--- config.mk ---
export PLATFORM = sky130hd
export DESIGN_NAME = strobe_serial_port
export DESIGN_NICKNAME = d
export VERILOG_FILES = /design/src/rtl/ssp_pkg.sv /design/src/rtl/ssp_sync.sv /design/src/rtl/ssp_rx_fsm.sv /design/src/rtl/ssp_tx_fsm.sv /design/src/rtl/strobe_serial_port.sv
export SDC_FILE = /design/constraint.sdc
export NUM_CORES = 1
export LEC_CHECK = 0
export BUFFER_PORTS_ARGS = -buffer_cell sky130_fd_sc_hd__buf_2
export CAP_MARGIN = 15
export CORE_MARGIN = 2
export CORE_UTILIZATION = 42
export CTS_CLUSTER_DIAMETER = 120
export DETAILED_ROUTE_END_ITERATION = 10
export GPL_TIMING_DRIVEN = 0
export PLACE_DENSITY = 0.7
export SLEW_MARGIN = 20
export SYNTH_ARGS = -nofsm -noshare
export SYNTH_HDL_FRONTEND = slang
export SYNTH_HIERARCHICAL = 1
export SYNTH_SLANG_ARGS = --single-unit
export TNS_END_PERCENT = 20
--- constraint.sdc ---
create_clock -name clk_i -period 1.9 [get_ports clk_i]
set_clock_uncertainty 0.05 [all_clocks]
set_input_delay 0.095 -clock clk_i [delete_from_list [all_inputs] [get_ports clk_i]]
set_output_delay 0.095 -clock clk_i [all_outputs]
set_load 0.1 [all_outputs]
--- src/rtl/ssp_pkg.sv ---
package ssp_pkg;

    localparam int SSP_BYTE_W = 8;

    typedef enum logic [1:0] {
        RX_IDLE = 2'd0,
        RX_CMD  = 2'd1,
        RX_DATA = 2'd2
    } rx_state_e;

    typedef enum logic [1:0] {
        TX_IDLE  = 2'd0,
        TX_ARMED = 2'd1,
        TX_SHIFT = 2'd2
    } tx_state_e;

endpackage

--- src/rtl/ssp_sync.sv ---
module ssp_sync #(
    parameter int               WIDTH   = 1,
    parameter int               STAGES  = 2,
    parameter logic [WIDTH-1:0] RST_VAL = '0
) (
    input  logic             clk_i,
    input  logic             rst_ni,
    input  logic [WIDTH-1:0] d_i,
    output logic [WIDTH-1:0] q_o
);

    logic [WIDTH-1:0] chain_q [STAGES];

    for (genvar g = 0; g < STAGES; g++) begin : g_stage
        if (g == 0) begin : g_first
            always_ff @(posedge clk_i or negedge rst_ni) begin
                if (!rst_ni) chain_q[g] <= RST_VAL;
                else         chain_q[g] <= d_i;
            end
        end else begin : g_next
            always_ff @(posedge clk_i or negedge rst_ni) begin
                if (!rst_ni) chain_q[g] <= RST_VAL;
                else         chain_q[g] <= chain_q[g-1];
            end
        end
    end

    assign q_o = chain_q[STAGES-1];

endmodule

--- src/rtl/ssp_rx_fsm.sv ---
module ssp_rx_fsm
    import ssp_pkg::*;
#(
    parameter int BYTE_W = SSP_BYTE_W
) (
    input  logic              clk_i,
    input  logic              rst_ni,
    input  logic              sclk_rise_i,
    input  logic              sdin_i,
    input  logic              stb_fall_i,
    input  logic              stb_rise_i,
    output logic [BYTE_W-1:0] byte_o,
    output logic              valid_o,
    output logic              is_cmd_o,
    output logic              abort_o
);

    localparam int               CNT_W    = $clog2(BYTE_W);
    localparam logic [CNT_W-1:0] LAST_BIT = CNT_W'(BYTE_W - 1);

    rx_state_e         state_q, state_d;
    logic [CNT_W-1:0]  cnt_q;
    logic [BYTE_W-1:0] shreg_q;
    logic [BYTE_W-1:0] shifted;
    logic              framed;
    logic              byte_done;

    assign framed    = (state_q != RX_IDLE);
    assign shifted   = {sdin_i, shreg_q[BYTE_W-1:1]};
    assign byte_done = framed && sclk_rise_i && (cnt_q == LAST_BIT);

    // Next-state logic
    always_comb begin
        state_d = state_q;
        unique case (state_q)
            RX_IDLE: if (stb_fall_i) state_d = RX_CMD;
            RX_CMD: begin
                if (stb_rise_i)     state_d = RX_IDLE;
                else if (byte_done) state_d = RX_DATA;
            end
            RX_DATA: if (stb_rise_i) state_d = RX_IDLE;
            default: state_d = RX_IDLE;
        endcase
    end

    // State register
    always_ff @(posedge clk_i or negedge rst_ni) begin
        if (!rst_ni) state_q <= RX_IDLE;
        else         state_q <= state_d;
    end

    // Datapath and output pulses
    always_ff @(posedge clk_i or negedge rst_ni) begin
        if (!rst_ni) begin
            cnt_q    <= '0;
            shreg_q  <= '0;
            byte_o   <= '0;
            valid_o  <= 1'b0;
            is_cmd_o <= 1'b0;
            abort_o  <= 1'b0;
        end else begin
            valid_o  <= 1'b0;
            is_cmd_o <= 1'b0;
            abort_o  <= 1'b0;
            if (framed && stb_rise_i) begin
                abort_o <= (cnt_q != '0);
                cnt_q   <= '0;
            end else if (!framed && stb_fall_i) begin
                cnt_q <= '0;
            end else if (framed && sclk_rise_i) begin
                shreg_q <= shifted;
                if (cnt_q == LAST_BIT) begin
                    byte_o   <= shifted;
                    valid_o  <= 1'b1;
                    is_cmd_o <= (state_q == RX_CMD);
                    cnt_q    <= '0;
                end else begin
                    cnt_q <= cnt_q + 1'b1;
                end
            end
        end
    end

endmodule

--- src/rtl/ssp_tx_fsm.sv ---
module ssp_tx_fsm
    import ssp_pkg::*;
#(
    parameter int BYTE_W = SSP_BYTE_W
) (
    input  logic              clk_i,
    input  logic              rst_ni,
    input  logic              framed_i,
    input  logic              load_i,
    input  logic [BYTE_W-1:0] byte_i,
    input  logic              sclk_fall_i,
    input  logic              stb_rise_i,
    output logic              drive_low_o
);

    localparam int LEFT_W = $clog2(BYTE_W + 1);

    tx_state_e         state_q, state_d;
    logic [BYTE_W-1:0] shreg_q;
    logic [LEFT_W-1:0] left_q;
    logic              take;

    assign take = load_i && framed_i;

    // Next-state logic
    always_comb begin
        state_d = state_q;
        unique case (state_q)
            TX_IDLE: if (take) state_d = TX_ARMED;
            TX_ARMED: begin
                if (stb_rise_i)       state_d = TX_IDLE;
                else if (take)        state_d = TX_ARMED;
                else if (sclk_fall_i) state_d = TX_SHIFT;
            end
            TX_SHIFT: begin
                if (stb_rise_i)                          state_d = TX_IDLE;
                else if (take)                           state_d = TX_ARMED;
                else if (sclk_fall_i && left_q == '0)    state_d = TX_IDLE;
            end
            default: state_d = TX_IDLE;
        endcase
    end

    // State register
    always_ff @(posedge clk_i or negedge rst_ni) begin
        if (!rst_ni) state_q <= TX_IDLE;
        else         state_q <= state_d;
    end

    // Shift register and line enable
    always_ff @(posedge clk_i or negedge rst_ni) begin
        if (!rst_ni) begin
            shreg_q     <= '0;
            left_q      <= '0;
            drive_low_o <= 1'b0;
        end else if (stb_rise_i) begin
            left_q      <= '0;
            drive_low_o <= 1'b0;
        end else if (take) begin
            shreg_q     <= byte_i;
            left_q      <= LEFT_W'(BYTE_W);
            drive_low_o <= 1'b0;
        end else if (sclk_fall_i && state_q != TX_IDLE) begin
            if (left_q != '0) begin
                drive_low_o <= ~shreg_q[0];
                shreg_q     <= shreg_q >> 1;
                left_q      <= left_q - 1'b1;
            end else begin
                drive_low_o <= 1'b0;
            end
        end
    end

endmodule

--- src/rtl/strobe_serial_port.sv ---
module strobe_serial_port
    import ssp_pkg::*;
#(
    parameter int BYTE_W      = SSP_BYTE_W,
    parameter int SYNC_STAGES = 2
) (
    input  logic              clk_i,
    input  logic              rst_ni,
    input  logic              sclk_i,
    input  logic              sdin_i,
    input  logic              stb_ni,
    input  logic [BYTE_W-1:0] tx_byte_i,
    input  logic              tx_load_i,
    output logic [BYTE_W-1:0] rx_byte_o,
    output logic              rx_valid_o,
    output logic              rx_is_cmd_o,
    output logic              frame_abort_o,
    output logic              sdo_drive_low_o
);

    localparam logic [2:0] SYNC_RST = 3'b101; // strobe high, data low, clock high

    logic [2:0] sync_q;
    logic       s_sclk, s_sdin, s_stb;
    logic       sclk_q, stb_q;
    logic       sclk_rise, sclk_fall, stb_rise, stb_fall;

    ssp_sync #(
        .WIDTH  (3),
        .STAGES (SYNC_STAGES),
        .RST_VAL(SYNC_RST)
    ) sync_i (
        .clk_i (clk_i),
        .rst_ni(rst_ni),
        .d_i   ({stb_ni, sdin_i, sclk_i}),
        .q_o   (sync_q)
    );

    assign s_sclk = sync_q[0];
    assign s_sdin = sync_q[1];
    assign s_stb  = sync_q[2];

    always_ff @(posedge clk_i or negedge rst_ni) begin
        if (!rst_ni) begin
            sclk_q <= 1'b1;
            stb_q  <= 1'b1;
        end else begin
            sclk_q <= s_sclk;
            stb_q  <= s_stb;
        end
    end

    assign sclk_rise = s_sclk & ~sclk_q;
    assign sclk_fall = ~s_sclk & sclk_q;
    assign stb_rise  = s_stb & ~stb_q;
    assign stb_fall  = ~s_stb & stb_q;

    ssp_rx_fsm #(.BYTE_W(BYTE_W)) rx_i (
        .clk_i      (clk_i),
        .rst_ni     (rst_ni),
        .sclk_rise_i(sclk_rise),
        .sdin_i     (s_sdin),
        .stb_fall_i (stb_fall),
        .stb_rise_i (stb_rise),
        .byte_o     (rx_byte_o),
        .valid_o    (rx_valid_o),
        .is_cmd_o   (rx_is_cmd_o),
        .abort_o    (frame_abort_o)
    );

    ssp_tx_fsm #(.BYTE_W(BYTE_W)) tx_i (
        .clk_i      (clk_i),
        .rst_ni     (rst_ni),
        .framed_i   (~s_stb),
        .load_i     (tx_load_i),
        .byte_i     (tx_byte_i),
        .sclk_fall_i(sclk_fall),
        .stb_rise_i (stb_rise),
        .drive_low_o(sdo_drive_low_o)
    );

endmodule

==> summary by stage <==
Synthesis
Yosys mapped a number of flops with a built-in enable equal to 0. The synthesized netlist contains 42 unique library cells. The synthesized area per cell is 12.3 sq um. Of all cell types, the one taking the most synthesized area is sky130_fd_sc_hd__dfrtp_1. In the synthesized netlist the dominant register cell turns out to be sky130_fd_sc_hd__dfrtp_1. The net count after synthesis is 195. The fraction of post-synthesis cell area in the top cell type by area is 0.461. The synthesized flop and latch total is 46. The sequential fraction of the synthesis area is 0.533.

The compound-gate portion of the synthesized area came to 0.146. Of the total synthesized cell area, the portion taken by XOR and XNOR cells is 0. The instance count of the mapped netlist is 176. The total standard cell area after synthesis is 0.00217 sq mm. Sorting the synthesized cells by area gives the leading types as sky130_fd_sc_hd__dfrtp_1, sky130_fd_sc_hd__dfstp_2, sky130_fd_sc_hd__mux2_4, sky130_fd_sc_hd__a221oi_2, sky130_fd_sc_hd__nor3_1.

Of the total synthesized cell area, the portion taken by full adders, half adders and majority gates is 0.0288. During synthesis, Yosys emitted a total of 6 warnings. The simple logic cell fraction of the synthesized area is 0.126. Of the post-synthesis cell area, the part taken by muxes is 0.105. The largest family of logic cells by synthesized area is compound AO/OA/AOI/OAI gates. Of all flip-flops after synthesis, the portion carrying an async set or reset was 1.00.

STA
The hold slack is 0.0724 ns. The final setup violation count is 0. The final critical delay including setup and external delays is 1.75 ns.

Setup repair after global routing left no endpoint under its margin. The final total negative setup slack is 0 ns. The final cycle utilization of the critical path is 0.920. In this run the tightest slew margin relative to its limit is 0.620.

Based on the critical path, the design can be clocked at up to 572 MHz. At the pin with the least slew margin, the transition time is 0.569 ns. The final number of max-transition violations is 0. The count of final hold-check violations is 0.

Drt
In this run the remaining antenna-violating nets after routing total 0. The average via count per standard cell is 4.99. After the first detailed-routing iteration, the DRC count stood at 90. The average detailed-routed wire length per instance is 12.7 um. The via count of the routed design is 1416. For this block, the routed nets add up to 3.61 mm of wire. The DRC violation count after routing is 0. The detailed-router iteration count before antenna repair is 4.

Global routing
The first-pass GRT wire length is 6.58 mm. The maximum number of pins on one net before global-route repair is 47. The via count of the first global-routing pass is 1460.

The total global routing overflow is 0. The global routing usage summed across all routing layers is 0.139. The initial antenna violation count is 0.

Critical path
The worst setup path is captured at a flop. The kind of critical path is reg -> reg. STA puts the critical path data arrival time at 1.91 ns. Walking the worst path, the cells encountered are inv_1 > ha_1 > nor3b_4 > o32a_4 > a221oi_2. The critical path crosses 5 cells after its start point. The buffers plus inverters on the worst setup path is 1. The gate family responsible for the most delay along the worst path is compound AO/OA/AOI/OAI gates. The startpoint type of the worst setup path is a flop.

The data required time at the worst endpoint is 2.06 ns. The largest fanout on the critical path is 8. For this run, the slowest stage of the critical path takes 0.44 ns. The number of cells on the worst reg-to-reg path is 5.

The critical-path cell with the highest stage delay is sky130_fd_sc_hd__o32a_4.

CTS
The number of buffers added by the clock tree synthesis step is 5. The clock transition at the registers of the reported paths is 0.08 ns. The clock net in this run drives a total of 46 sinks. Post-CTS timing repair inserted 0 buffers for setup. The tree is rooted in a sky130_fd_sc_hd__clkbuf_8. The H-tree was split into 2 levels.

No sink is reached through more buffers than the 2 on the longest clock path. The clock tree from TritonCTS is done. The later-pin clock latency in the skew report is 0.30 ns.

Power and ir drop
Summed over all cells, the static leakage comes to 1.24 nW. The fraction of power spent switching nets is 0.254. The maximum vdd ir drop is 0.465 mV. Power spread over the standard cell area amounts to 967 mW/mm^2. The reported net switching power is 0.639 mW. The logic gate share of total power is 0.166.

The part of the total power dissipated in sequential elements is 0.479. Internal power comes to 1.88 mW. Of the total power, the clock network draws 0.355.

Layout
The repair_antennas step left the layout with diodes totalling 0. The library cell used most frequently in the layout, excluding fill and tap cells, is sky130_fd_sc_hd__dfrtp_1. At the end of the flow the core is filled with cells to 0.516. The final layout net count is 232. Relative to the synthesized area, the layout overhead comes to 19.7%. The share of cells above drive strength 1 is 0.393. The finished layout holds 284 standard cells, fillers aside. The top cell types in the final layout, fill and taps aside, are sky130_fd_sc_hd__dfrtp_1, sky130_fd_sc_hd__buf_2, sky130_fd_sc_hd__inv_1, sky130_fd_sc_hd__nor3_1, sky130_fd_sc_hd__mux2_4.

Floorplan
The height of the die is 75.9 um. The die is 75.9 um wide. The initial core utilization is 0.431.

The row count is 26. 26 I/O pins were placed. The die area is 0.00577 sq mm.

The core region is 0.00504 sq mm.

Placed design
Once placement completed, the tool counted placed cells totaling 271. The count of buffers added on input and output ports is 25. The placer congestion estimate is 0.774. Summed over all nets, the half-perimeter wirelength after detailed placement is 2.38 mm.

Min path
The tightest min-delay check is of the in -> reg type. The hold-critical path depth is 3.

Run
Max-cap violations in this run came to 0.

Status
The flow ran to the end, and the final reports show no timing, DRC or antenna violations.
## through the flow
step	total power [mW]	setup WS [ns]	instance area (sq um)
final	2.52	0.153	2600
after global routing	2.64	0.0198	2600
after CTS	2.54	0.00355	2580
after detailed placement	1.63	-0.285	2390
after global placement	1.62	-0.262	2390
after floorplan	1.52	0.0625	2170
## path summary, 6_finish.rpt
kind                       slack (ns)                     endpoint                        start
max                              0.15  tx_i/shreg_q[2]$_DFFE_PN0P_   tx_i/left_q[0]$_DFFE_PN0P_
min                              0.07  tx_i/shreg_q[6]$_DFFE_PN0P_                 tx_byte_i[6]
max reg2reg                      0.15  tx_i/shreg_q[2]$_DFFE_PN0P_   tx_i/left_q[0]$_DFFE_PN0P_
min reg2reg                      0.31      sync_i/q_o[1]$_DFF_PN0_  sync_i/chain_q[4]$_DFF_PN0_
max in group asynchronous        1.13             sclk_q$_DFF_PN1_                       rst_ni
min in group asynchronous        0.29   rx_i/byte_o[5]$_DFFE_PN0P_                       rst_ni
## sequential cells by signal (all words and copies together), names as in the netlist, 2 cells and up
signal          count
rx_i/byte_o         8
rx_i/state_q        2
tx_i/left_q         4
sync_i/q_o          3
tx_i/state_q        2
rx_i/cnt_q          3
tx_i/shreg_q        8
sync_i/chain_q      3
rx_i/shreg_q        7
## Yosys cell counts (2+ instances only)
| cell | instances |
|---|---|
| sky130_fd_sc_hd__dfrtp_1 | 40 |
| sky130_fd_sc_hd__mux2_4 | 8 |
| sky130_fd_sc_hd__ha_1 | 5 |
| sky130_fd_sc_hd__and2b_2 | 2 |
| sky130_fd_sc_hd__nand2_1 | 6 |
| sky130_fd_sc_hd__mux2i_1 | 3 |
| sky130_fd_sc_hd__mux2_2 | 7 |
| sky130_fd_sc_hd__nor3_1 | 16 |
| sky130_fd_sc_hd__o41ai_1 | 2 |
| sky130_fd_sc_hd__nand3_1 | 3 |
| sky130_fd_sc_hd__buf_4 | 5 |
| sky130_fd_sc_hd__a221oi_2 | 7 |
| sky130_fd_sc_hd__nor2_2 | 2 |
| sky130_fd_sc_hd__a21oi_1 | 7 |
| sky130_fd_sc_hd__nor2b_1 | 3 |
| sky130_fd_sc_hd__dfstp_2 | 6 |
| sky130_fd_sc_hd__nor2_1 | 4 |
| sky130_fd_sc_hd__inv_1 | 19 |
| sky130_fd_sc_hd__o21ai_0 | 7 |
| sky130_fd_sc_hd__a31oi_1 | 2 |
## logic make-up after synthesis
| family | after synthesis |
|---|---|
| AND/OR/NAND/NOR | 45 |
| flip-flops | 46 |
| AO/OA/AOI/OAI | 34 |
| buffers and inverters | 28 |
| adder cells (fa/ha/maj) | 5 |
| multiplexers | 18 |
## power by group through the flow
| stage | clock network [mW] | registers, mW | logic, mW |
|---|---|---|---|
| 2_1_floorplan | 0 | 1.21 | 0.308 |
| 3_3_place_gp | 0 | 1.22 | 0.396 |
| 3_5_place_dp | 0 | 1.22 | 0.405 |
| 4_1_cts | 0.922 | 1.20 | 0.416 |
| 5_1_grt | 0.943 | 1.23 | 0.472 |
| 6_report | 0.893 | 1.20 | 0.419 |
## final cells by class
cell class | instances | area (sq um)
repair buffers | 30 | 178
clock inverters | 2 | 60.1
well taps | 70 | 87.6
plain buffers | 9 | 67.6
clock buffers | 6 | 82.6
flip-flops and latches | 46 | 1160
multi-input cells | 102 | 896
fillers | 444 | 2440
inverters | 19 | 71.3
## metal layers
layer	track usage	up-vias	share of wire
li1	-	693	-
met1	0.177	699	0.47
met2	0.231	18	0.48
met3	0.0214	6	0.023
met4	0.0709	0	0.017
met5	0	-	0
## worst register-to-register path, stage by stage, from the launching register on
cell and delay [ns]:
sky130_fd_sc_hd__dfrtp_1 0.39, sky130_fd_sc_hd__inv_1 0.09, sky130_fd_sc_hd__ha_1 0.22, sky130_fd_sc_hd__nor3b_4 0.19
sky130_fd_sc_hd__o32a_4 0.44, sky130_fd_sc_hd__a221oi_2 0.28
## timing repair
item | CTS | global route
hold endpoints to repair | 44 | 0
setup endpoints to repair | 14 | 14
hold buffers | 5 | 0
resized for setup | 2 | 5
(Power assumes the default switching activity.)
